[config.mk]
export PLATFORM = sky130hd
export DESIGN_NAME = mdsl_top
export DESIGN_NICKNAME = d
export VERILOG_FILES = /design/src/rtl/mdsl_pkg.sv /design/src/rtl/mdsl_frame_ctl.sv /design/src/rtl/mdsl_regbank.sv /design/src/rtl/mdsl_out_drv.sv /design/src/rtl/mdsl_top.sv
export SDC_FILE = /design/constraint.sdc
export NUM_CORES = 1
export LEC_CHECK = 0
export BUFFER_PORTS_ARGS = -buffer_cell sky130_fd_sc_hd__clkbuf_2
export CORE_MARGIN = 1
export CORE_UTILIZATION = 40
export DETAILED_ROUTE_END_ITERATION = 8
export GPL_TIMING_DRIVEN = 0
export HOLD_SLACK_MARGIN = 0.1
export PLACE_DENSITY = 0.65
export SYNTH_ARGS = -nofsm -noshare
export SYNTH_HDL_FRONTEND = slang
export SYNTH_SLANG_ARGS = --single-unit
[constraint.sdc]
create_clock -name mdc -period 15.35 [get_ports mdc]
set_input_delay 4.605 -clock mdc [delete_from_list [all_inputs] [get_ports mdc]]
set_output_delay 4.605 -clock mdc [all_outputs]
set_load 0.005 [all_outputs]
[src/rtl/mdsl_pkg.sv]
package mdsl_pkg;
  localparam int REG_AW   = 5;   // register address bits
  localparam int PHY_AW   = 5;   // device address bits
  localparam int DATA_W   = 16;  // register width
  localparam int PRE_LEN  = 32;  // ones needed before start
  localparam int HDR_LEN  = 2 + PHY_AW + REG_AW;  // opcode + addresses

  localparam logic [1:0] OP_WR = 2'b01;
  localparam logic [1:0] OP_RD = 2'b10;

  typedef enum logic [2:0] {
    S_HUNT,
    S_START,
    S_HDR,
    S_TA1,
    S_TA2,
    S_DATA
  } mdsl_state_e;
endpackage

[src/rtl/mdsl_frame_ctl.sv]
module mdsl_frame_ctl
  import mdsl_pkg::*;
#(
  parameter logic [PHY_AW-2:0] PHY_HI = '0
) (
  input  logic              mdc,
  input  logic              rst_n,
  input  logic              mdio_in,
  input  logic              access_off,
  input  logic              addr_strap,
  output logic [REG_AW-1:0] reg_addr,
  output logic              rd_load,
  output logic              rd_shift,
  output logic              rd_done,
  output logic              wr_en,
  output logic [DATA_W-1:0] wr_data
);
  localparam int CNT_W = $clog2(PRE_LEN + 1);

  mdsl_state_e          state_q, state_d;
  logic [CNT_W-1:0]     cnt_q, cnt_d;
  logic [HDR_LEN-2:0]   hdr_q, hdr_d;
  logic [DATA_W-2:0]    dsh_q, dsh_d;
  logic [REG_AW-1:0]    addr_q, addr_d;
  logic                 is_rd_q, is_rd_d;

  logic [HDR_LEN-1:0]   hdr_full;
  logic [1:0]           op_code;
  logic [PHY_AW-1:0]    phy_field;
  logic [REG_AW-1:0]    reg_field;
  logic                 phy_ok;
  logic                 op_ok;
  logic                 hdr_last;
  logic                 data_last;

  assign hdr_full  = {hdr_q, mdio_in};
  assign op_code   = hdr_full[HDR_LEN-1 -: 2];
  assign phy_field = hdr_full[REG_AW +: PHY_AW];
  assign reg_field = hdr_full[REG_AW-1:0];
  assign phy_ok    = (phy_field == {PHY_HI, addr_strap});
  assign op_ok     = (op_code == OP_WR) || (op_code == OP_RD);
  assign hdr_last  = (cnt_q == CNT_W'(HDR_LEN - 1));
  assign data_last = (cnt_q == CNT_W'(DATA_W - 1));

  always_comb begin
    state_d  = state_q;
    cnt_d    = cnt_q;
    hdr_d    = hdr_q;
    dsh_d    = dsh_q;
    addr_d   = addr_q;
    is_rd_d  = is_rd_q;
    rd_load  = 1'b0;
    rd_shift = 1'b0;
    rd_done  = 1'b0;
    wr_en    = 1'b0;
    case (state_q)
      S_HUNT: begin
        if (mdio_in) begin
          if (cnt_q != CNT_W'(PRE_LEN)) cnt_d = cnt_q + 1'b1;
        end else begin
          cnt_d = '0;
          if (cnt_q == CNT_W'(PRE_LEN)) state_d = S_START;
        end
      end
      S_START: begin
        cnt_d   = '0;
        state_d = mdio_in ? S_HDR : S_HUNT;
      end
      S_HDR: begin
        hdr_d = hdr_full[HDR_LEN-2:0];
        if (hdr_last) begin
          cnt_d = '0;
          if (op_ok && phy_ok && !access_off) begin
            state_d = S_TA1;
            is_rd_d = (op_code == OP_RD);
            addr_d  = reg_field;
          end else begin
            state_d = S_HUNT;
          end
        end else begin
          cnt_d = cnt_q + 1'b1;
        end
      end
      S_TA1: begin
        state_d = S_TA2;
        rd_load = is_rd_q && !access_off;
      end
      S_TA2: begin
        state_d  = S_DATA;
        cnt_d    = '0;
        rd_shift = is_rd_q;
      end
      S_DATA: begin
        dsh_d = {dsh_q[DATA_W-3:0], mdio_in};
        if (data_last) begin
          state_d = S_HUNT;
          cnt_d   = '0;
          rd_done = is_rd_q;
          wr_en   = !is_rd_q && !access_off;
        end else begin
          cnt_d    = cnt_q + 1'b1;
          rd_shift = is_rd_q;
        end
      end
      default: begin
        state_d = S_HUNT;
        cnt_d   = '0;
      end
    endcase
  end

  always_ff @(posedge mdc or negedge rst_n) begin
    if (!rst_n) begin
      state_q <= S_HUNT;
      cnt_q   <= '0;
      hdr_q   <= '0;
      dsh_q   <= '0;
      addr_q  <= '0;
      is_rd_q <= 1'b0;
    end else begin
      state_q <= state_d;
      cnt_q   <= cnt_d;
      hdr_q   <= hdr_d;
      dsh_q   <= dsh_d;
      addr_q  <= addr_d;
      is_rd_q <= is_rd_d;
    end
  end

  assign reg_addr = addr_q;
  assign wr_data  = {dsh_q, mdio_in};

  AST_SHORT_PREAMBLE: assert property (@(posedge mdc) disable iff (!rst_n)
    (state_q == S_HUNT && !mdio_in && cnt_q != CNT_W'(PRE_LEN)) |=> (state_q == S_HUNT));

  AST_BAD_START_ABORT: assert property (@(posedge mdc) disable iff (!rst_n)
    (state_q == S_START && !mdio_in) |=> (state_q == S_HUNT && cnt_q == '0));

  AST_FOREIGN_ADDR: assert property (@(posedge mdc) disable iff (!rst_n)
    (state_q == S_HDR && hdr_last && !phy_ok) |=> (state_q == S_HUNT));

  AST_OFF_NO_ACCESS: assert property (@(posedge mdc) disable iff (!rst_n)
    (state_q == S_HDR && access_off) |=> (state_q != S_TA1));
endmodule

[src/rtl/mdsl_regbank.sv]
module mdsl_regbank
  import mdsl_pkg::*;
#(
  parameter int NUM_IMPL = 24
) (
  input  logic              mdc,
  input  logic              rst_n,
  input  logic              wr_en,
  input  logic [REG_AW-1:0] wr_addr,
  input  logic [DATA_W-1:0] wr_data,
  input  logic [REG_AW-1:0] rd_addr,
  output logic [DATA_W-1:0] rd_data
);
  localparam int FLAT_W = NUM_IMPL * DATA_W;

  logic [FLAT_W-1:0] flat;

  for (genvar g = 0; g < NUM_IMPL; g++) begin : g_word
    logic              hit;
    logic [DATA_W-1:0] word_q, word_d;

    assign hit    = wr_en && (wr_addr == REG_AW'(g));
    assign word_d = hit ? wr_data : word_q;

    always_ff @(posedge mdc or negedge rst_n) begin
      if (!rst_n) word_q <= '0;
      else        word_q <= word_d;
    end

    assign flat[g*DATA_W +: DATA_W] = word_q;
  end

  always_comb begin
    rd_data = '0;
    for (int i = 0; i < NUM_IMPL; i++) begin
      if (rd_addr == REG_AW'(i)) rd_data = flat[i*DATA_W +: DATA_W];
    end
  end

  AST_WRITE_LANDS: assert property (@(posedge mdc) disable iff (!rst_n)
    (wr_en && (int'(wr_addr) < NUM_IMPL))
      |=> (rd_addr != $past(wr_addr) || rd_data == $past(wr_data)));
endmodule

[src/rtl/mdsl_out_drv.sv]
module mdsl_out_drv
  import mdsl_pkg::*;
(
  input  logic              mdc,
  input  logic              rst_n,
  input  logic              rd_load,
  input  logic              rd_shift,
  input  logic              rd_done,
  input  logic [DATA_W-1:0] rd_word,
  output logic              mdio_out,
  output logic              mdio_oe
);
  localparam int SH_W  = DATA_W + 1;         // turnaround zero + data
  localparam int RUN_W = $clog2(SH_W + 2);

  logic [SH_W-1:0] sh_q, sh_d;
  logic            oe_q, oe_d;

  always_comb begin
    sh_d = sh_q;
    oe_d = oe_q;
    if (rd_load) begin
      sh_d = {1'b0, rd_word};
      oe_d = 1'b1;
    end else if (rd_done) begin
      sh_d = '0;
      oe_d = 1'b0;
    end else if (rd_shift) begin
      sh_d = {sh_q[SH_W-2:0], 1'b0};
    end
  end

  always_ff @(posedge mdc or negedge rst_n) begin
    if (!rst_n) begin
      sh_q <= '0;
      oe_q <= 1'b0;
    end else begin
      sh_q <= sh_d;
      oe_q <= oe_d;
    end
  end

  assign mdio_out = oe_q & sh_q[SH_W-1];
  assign mdio_oe  = oe_q;

  logic [RUN_W-1:0] oe_run_q;
  always_ff @(posedge mdc or negedge rst_n) begin
    if (!rst_n)                        oe_run_q <= '0;
    else if (!oe_q)                    oe_run_q <= '0;
    else if (oe_run_q != '1)           oe_run_q <= oe_run_q + 1'b1;
  end

  AST_TA_DRIVES_LOW: assert property (@(posedge mdc) disable iff (!rst_n)
    rd_load |=> (mdio_oe && !mdio_out));

  AST_DRIVE_SPAN: assert property (@(posedge mdc) disable iff (!rst_n)
    oe_run_q <= RUN_W'(SH_W));
endmodule

[src/rtl/mdsl_top.sv]
module mdsl_top
  import mdsl_pkg::*;
#(
  parameter int                NUM_IMPL = 24,
  parameter logic [PHY_AW-2:0] PHY_HI   = '0
) (
  input  logic mdc,
  input  logic rst_n,
  input  logic mdio_in,
  input  logic access_off,
  input  logic addr_strap,
  output logic mdio_out,
  output logic mdio_oe
);
  logic [1:0]        rsync_q;
  logic              rst_s_n;
  logic [REG_AW-1:0] reg_addr;
  logic              rd_load, rd_shift, rd_done, wr_en;
  logic [DATA_W-1:0] wr_data, rd_word;

  always_ff @(posedge mdc or negedge rst_n) begin
    if (!rst_n) rsync_q <= '0;
    else        rsync_q <= {rsync_q[0], 1'b1};
  end
  assign rst_s_n = rsync_q[1];

  mdsl_frame_ctl #(.PHY_HI(PHY_HI)) u_ctl (
    .mdc        (mdc),
    .rst_n      (rst_s_n),
    .mdio_in    (mdio_in),
    .access_off (access_off),
    .addr_strap (addr_strap),
    .reg_addr   (reg_addr),
    .rd_load    (rd_load),
    .rd_shift   (rd_shift),
    .rd_done    (rd_done),
    .wr_en      (wr_en),
    .wr_data    (wr_data)
  );

  mdsl_regbank #(.NUM_IMPL(NUM_IMPL)) u_bank (
    .mdc     (mdc),
    .rst_n   (rst_s_n),
    .wr_en   (wr_en),
    .wr_addr (reg_addr),
    .wr_data (wr_data),
    .rd_addr (reg_addr),
    .rd_data (rd_word)
  );

  mdsl_out_drv u_drv (
    .mdc      (mdc),
    .rst_n    (rst_s_n),
    .rd_load  (rd_load),
    .rd_shift (rd_shift),
    .rd_done  (rd_done),
    .rd_word  (rd_word),
    .mdio_out (mdio_out),
    .mdio_oe  (mdio_oe)
  );

  AST_IDLE_IN_RESET: assert property (@(posedge mdc)
    (!rst_s_n) |-> !mdio_oe);
endmodule

==> reports/summary.txt <==
result of the run = finished clean
worst min-delay path category = reg2async
type of origin of the critical path = input pin
final-report max-slew violation count = 0
wire length of the first global-routing pass = 108,000 microns
synthesis warning total = 0
via density per instance = 6.31
Mapped Cells = 1,709
number of top-level pins = 7
clock transition at the register clock pins on the worst setup and hold paths after CTS = 0.06 ns
biggest cell delay along the critical path = 0.80 ns
Sink Count = 445
max frequency = 145 MHz
core region area = 0.0518 sq mm
Die Area = 0.0538 sq mm
nets in the synthesized netlist = 1,717
maximum level of the CTS H-tree = 2
pin count of the biggest net entering global routing = 69
height of the chip = 232 microns
number of global-route vias before repair = 15,800
detailed-route wire length = 73,300 microns
violation count after the first detailed-routing iteration = 1,692
most frequent cells in the layout = 444 x sky130_fd_sc_hd__dfrtp_1, 429 x sky130_fd_sc_hd__mux2_2, 81 x sky130_fd_sc_hd__a21oi_1
count of endpoints failing hold in the final timing report = 0
proportion of netlist area held by the largest area contributor = 52.7%
Global Route Usage Sum = 27.6%
worst relative slew slack = 4.49%
Die W = 232 microns
number of antenna violations at the first check in global routing = 1
Synth area leader = sky130_fd_sc_hd__dfrtp_1
count of TritonRoute iterations in the first routing pass = 6
wire per inst = 29.5 microns
pin slew with the least headroom to its limit = 1.43 ns
main flop type after synthesis = sky130_fd_sc_hd__dfrtp_1
ratio of cells with drive above 1 in the final layout = 34.0%
critical path class = in2reg
root buffer selected by CTS = sky130_fd_sc_hd__clkbuf_16
number of buffers on the longest clock path = 3
Net count, final = 1,779
top cells by area, synth = sky130_fd_sc_hd__dfrtp_1 53%, sky130_fd_sc_hd__mux2_2 23%, sky130_fd_sc_hd__mux2i_1 3.0%, sky130_fd_sc_hd__a21oi_1 1.9%, sky130_fd_sc_hd__o21ai_0 1.8%
kind of capture point of the worst setup path = flip-flop
Hold Buf Count CTS = 0
sum of internal, switching and leakage power = 2.42 mW
global route total overflow = 0
ys async rst share = 100%
number of buffers added on ports = 6
Worst Path Arrival = 7.35 ns
MaxCap Viol Count = 0
fin crit period = 6.89 ns
insertion delay of the later-clocked pin in the worst-skew pair = 0.60 ns
setup repair after global routing missed its margin = false
average instance area after synthesis = 12.4 sq um
Inserted Diodes = 0
count of cell types in the netlist = 74
sequence of cells on the critical path = clkbuf_2, nor4_4, nand2_2, nor2_2, buf_2, mux2_2
number of design rule violations left after detail routing = 0
number of rows created at floorplan = 83
Critical Path Slowest Stage Cell = sky130_fd_sc_hd__nor2_2
area growth from synthesis to final layout = 12.5%
Initial Utilization = 40.8%
post-route clock skew = 0.0248 ns
post-CTS resize count = 0
detailed-route via count = 15,700
P per Cell Area = 102 mW/mm^2
HPWL reported at the end of detailed placement = 50,500 microns
Syn Std Cell Area = 0.0211 sq mm
share of synthesized area occupied by flip-flops and latches = 52.7%
Cell Area, Placed = 0.0222 sq mm
flop and latch count out of synthesis = 445
final period utilization = 44.9%
endpoint required time on the critical path = 15.82 ns
most common library cell in the layout ignoring fill and taps = sky130_fd_sc_hd__dfrtp_1
maximum resistive drop on vdd = 0.0775 mV
number of post-CTS setup repair buffers = 0
crit path max fanout = 10
static leakage power = 11.3 nW
Setup Viol. Count Final = 0
fraction of the core area covered by cells at the end of the flow = 45.9%
count of flip-flops with a built-in enable after synthesis = 0
TritonCTS buffer count = 47
number of antenna-violating nets in the routed design = 0
final design instance area without fill = 0.0238 sq mm
CTS tree = yes
gpl congestion = 0.993
through the flow:
step	std cells	hold slack [ns]	setup slack, ns	TNS (ns)
after floorplan	1709	0.331	2.03	0
after global placement	2395	0.337	-2.86	-1241.76
after detailed placement	2402	0.341	7.96	0
after CTS	2485	0.354	8.57	0
after global routing	2485	0.359	8.50	0
final	2485	0.341	8.46	0
area by class of cell:
cell class / count / area (sq um)
Buffer: 139 / 641
Inverter: 8 / 30.0
Clock buffer: 63 / 1350
Sequential cell: 445 / 11100
Clock inverter: 20 / 218
Timing Repair Buffer: 13 / 215
Fill cell: 4610 / 28000
Tap cell: 680 / 851
Multi-Input combinational cell: 1117 / 9360
metal layers:
metal	GRT usage [%]	part of all wire (%)	vias up	wire, microns
li1	-	-	6411	-
met4	14.4	5.6	2	4130
met1	37.4	41	8181	30300
met2	40.8	43	870	31700
met3	6.68	9.8	226	7220
met5	0	0.018	-	13
sequential cells by signal, indices dropped and copies added (netlist names), 2 cells and up:
signal	cells
u_ctl.hdr_q	11
u_bank.g_word.word_q	384
u_ctl.dsh_q	15
u_ctl.state_q	3
rsync_q	2
u_drv.sh_q	17
u_ctl.cnt_q	6
u_ctl.reg_addr	5
cells in the mapped netlist, types with 17 or more instances:
library cell / number
sky130_fd_sc_hd__o21ai_0: 76
sky130_fd_sc_hd__a21oi_1: 81
sky130_fd_sc_hd__nor2_1: 69
sky130_fd_sc_hd__nand3_1: 23
sky130_fd_sc_hd__dfrtp_1: 445
sky130_fd_sc_hd__mux2i_1: 63
sky130_fd_sc_hd__nand2_1: 58
sky130_fd_sc_hd__o22ai_1: 25
sky130_fd_sc_hd__clkbuf_1: 69
sky130_fd_sc_hd__buf_2: 26
sky130_fd_sc_hd__nor2b_1: 19
sky130_fd_sc_hd__nor3_1: 27
sky130_fd_sc_hd__buf_1: 24
sky130_fd_sc_hd__a31oi_1: 17
sky130_fd_sc_hd__buf_4: 17
sky130_fd_sc_hd__nor2_2: 18
sky130_fd_sc_hd__mux2_2: 429
power breakdown:
group / internal [mW] / total (mW) / switching [mW]
clock network: 0.682 / 1.17 / 0.493
registers: 1.18 / 1.19 / 0.00947
logic: 0.0162 / 0.0499 / 0.0337
total: 1.88 / 2.42 / 0.536
critical path, delay by kind of cell:
| kind | cells | cell delay, ns |
|---|---|---|
| AND/OR/NAND/NOR | 3 | 1.62 |
| buffers and inverters | 2 | 0.72 |
| multiplexers | 1 | 0.40 |
final timing paths:
path,start,to,slack [ns],depth (start not counted)
max in group asynchronous,rst_n,rsync_q[1],11.44,1
min,rsync_q[1],u_bank.g_word[20].word_q[6],0.34,0
min in group mdc,rsync_q[0],rsync_q[1],0.35,0
max,access_off,u_bank.g_word[14].word_q[9],8.46,6
max reg2reg,u_ctl.reg_addr[1],u_drv.sh_q[6],11.01,8
min reg2reg,rsync_q[1],u_bank.g_word[20].word_q[6],0.34,0
logic make-up (layout without fill, tap and decap cells):
| group | Yosys count | after routing | share of synthesized area (%) |
|---|---|---|---|
| compound gates | 328 | 328 | 10.1 |
| xor+xnor | 2 | 2 | 0.0828 |
| fa+ha+maj | 3 | 3 | 0.178 |
| buf+inv | 147 | 243 | 3.17 |
| flops | 445 | 445 | 52.7 |
| mux | 500 | 500 | 26.7 |
| other cells | 1 | 1 | 0.0177 |
| simple gates | 283 | 283 | 7.09 |
No activity file was read; power rests on OpenSTA's default activity.
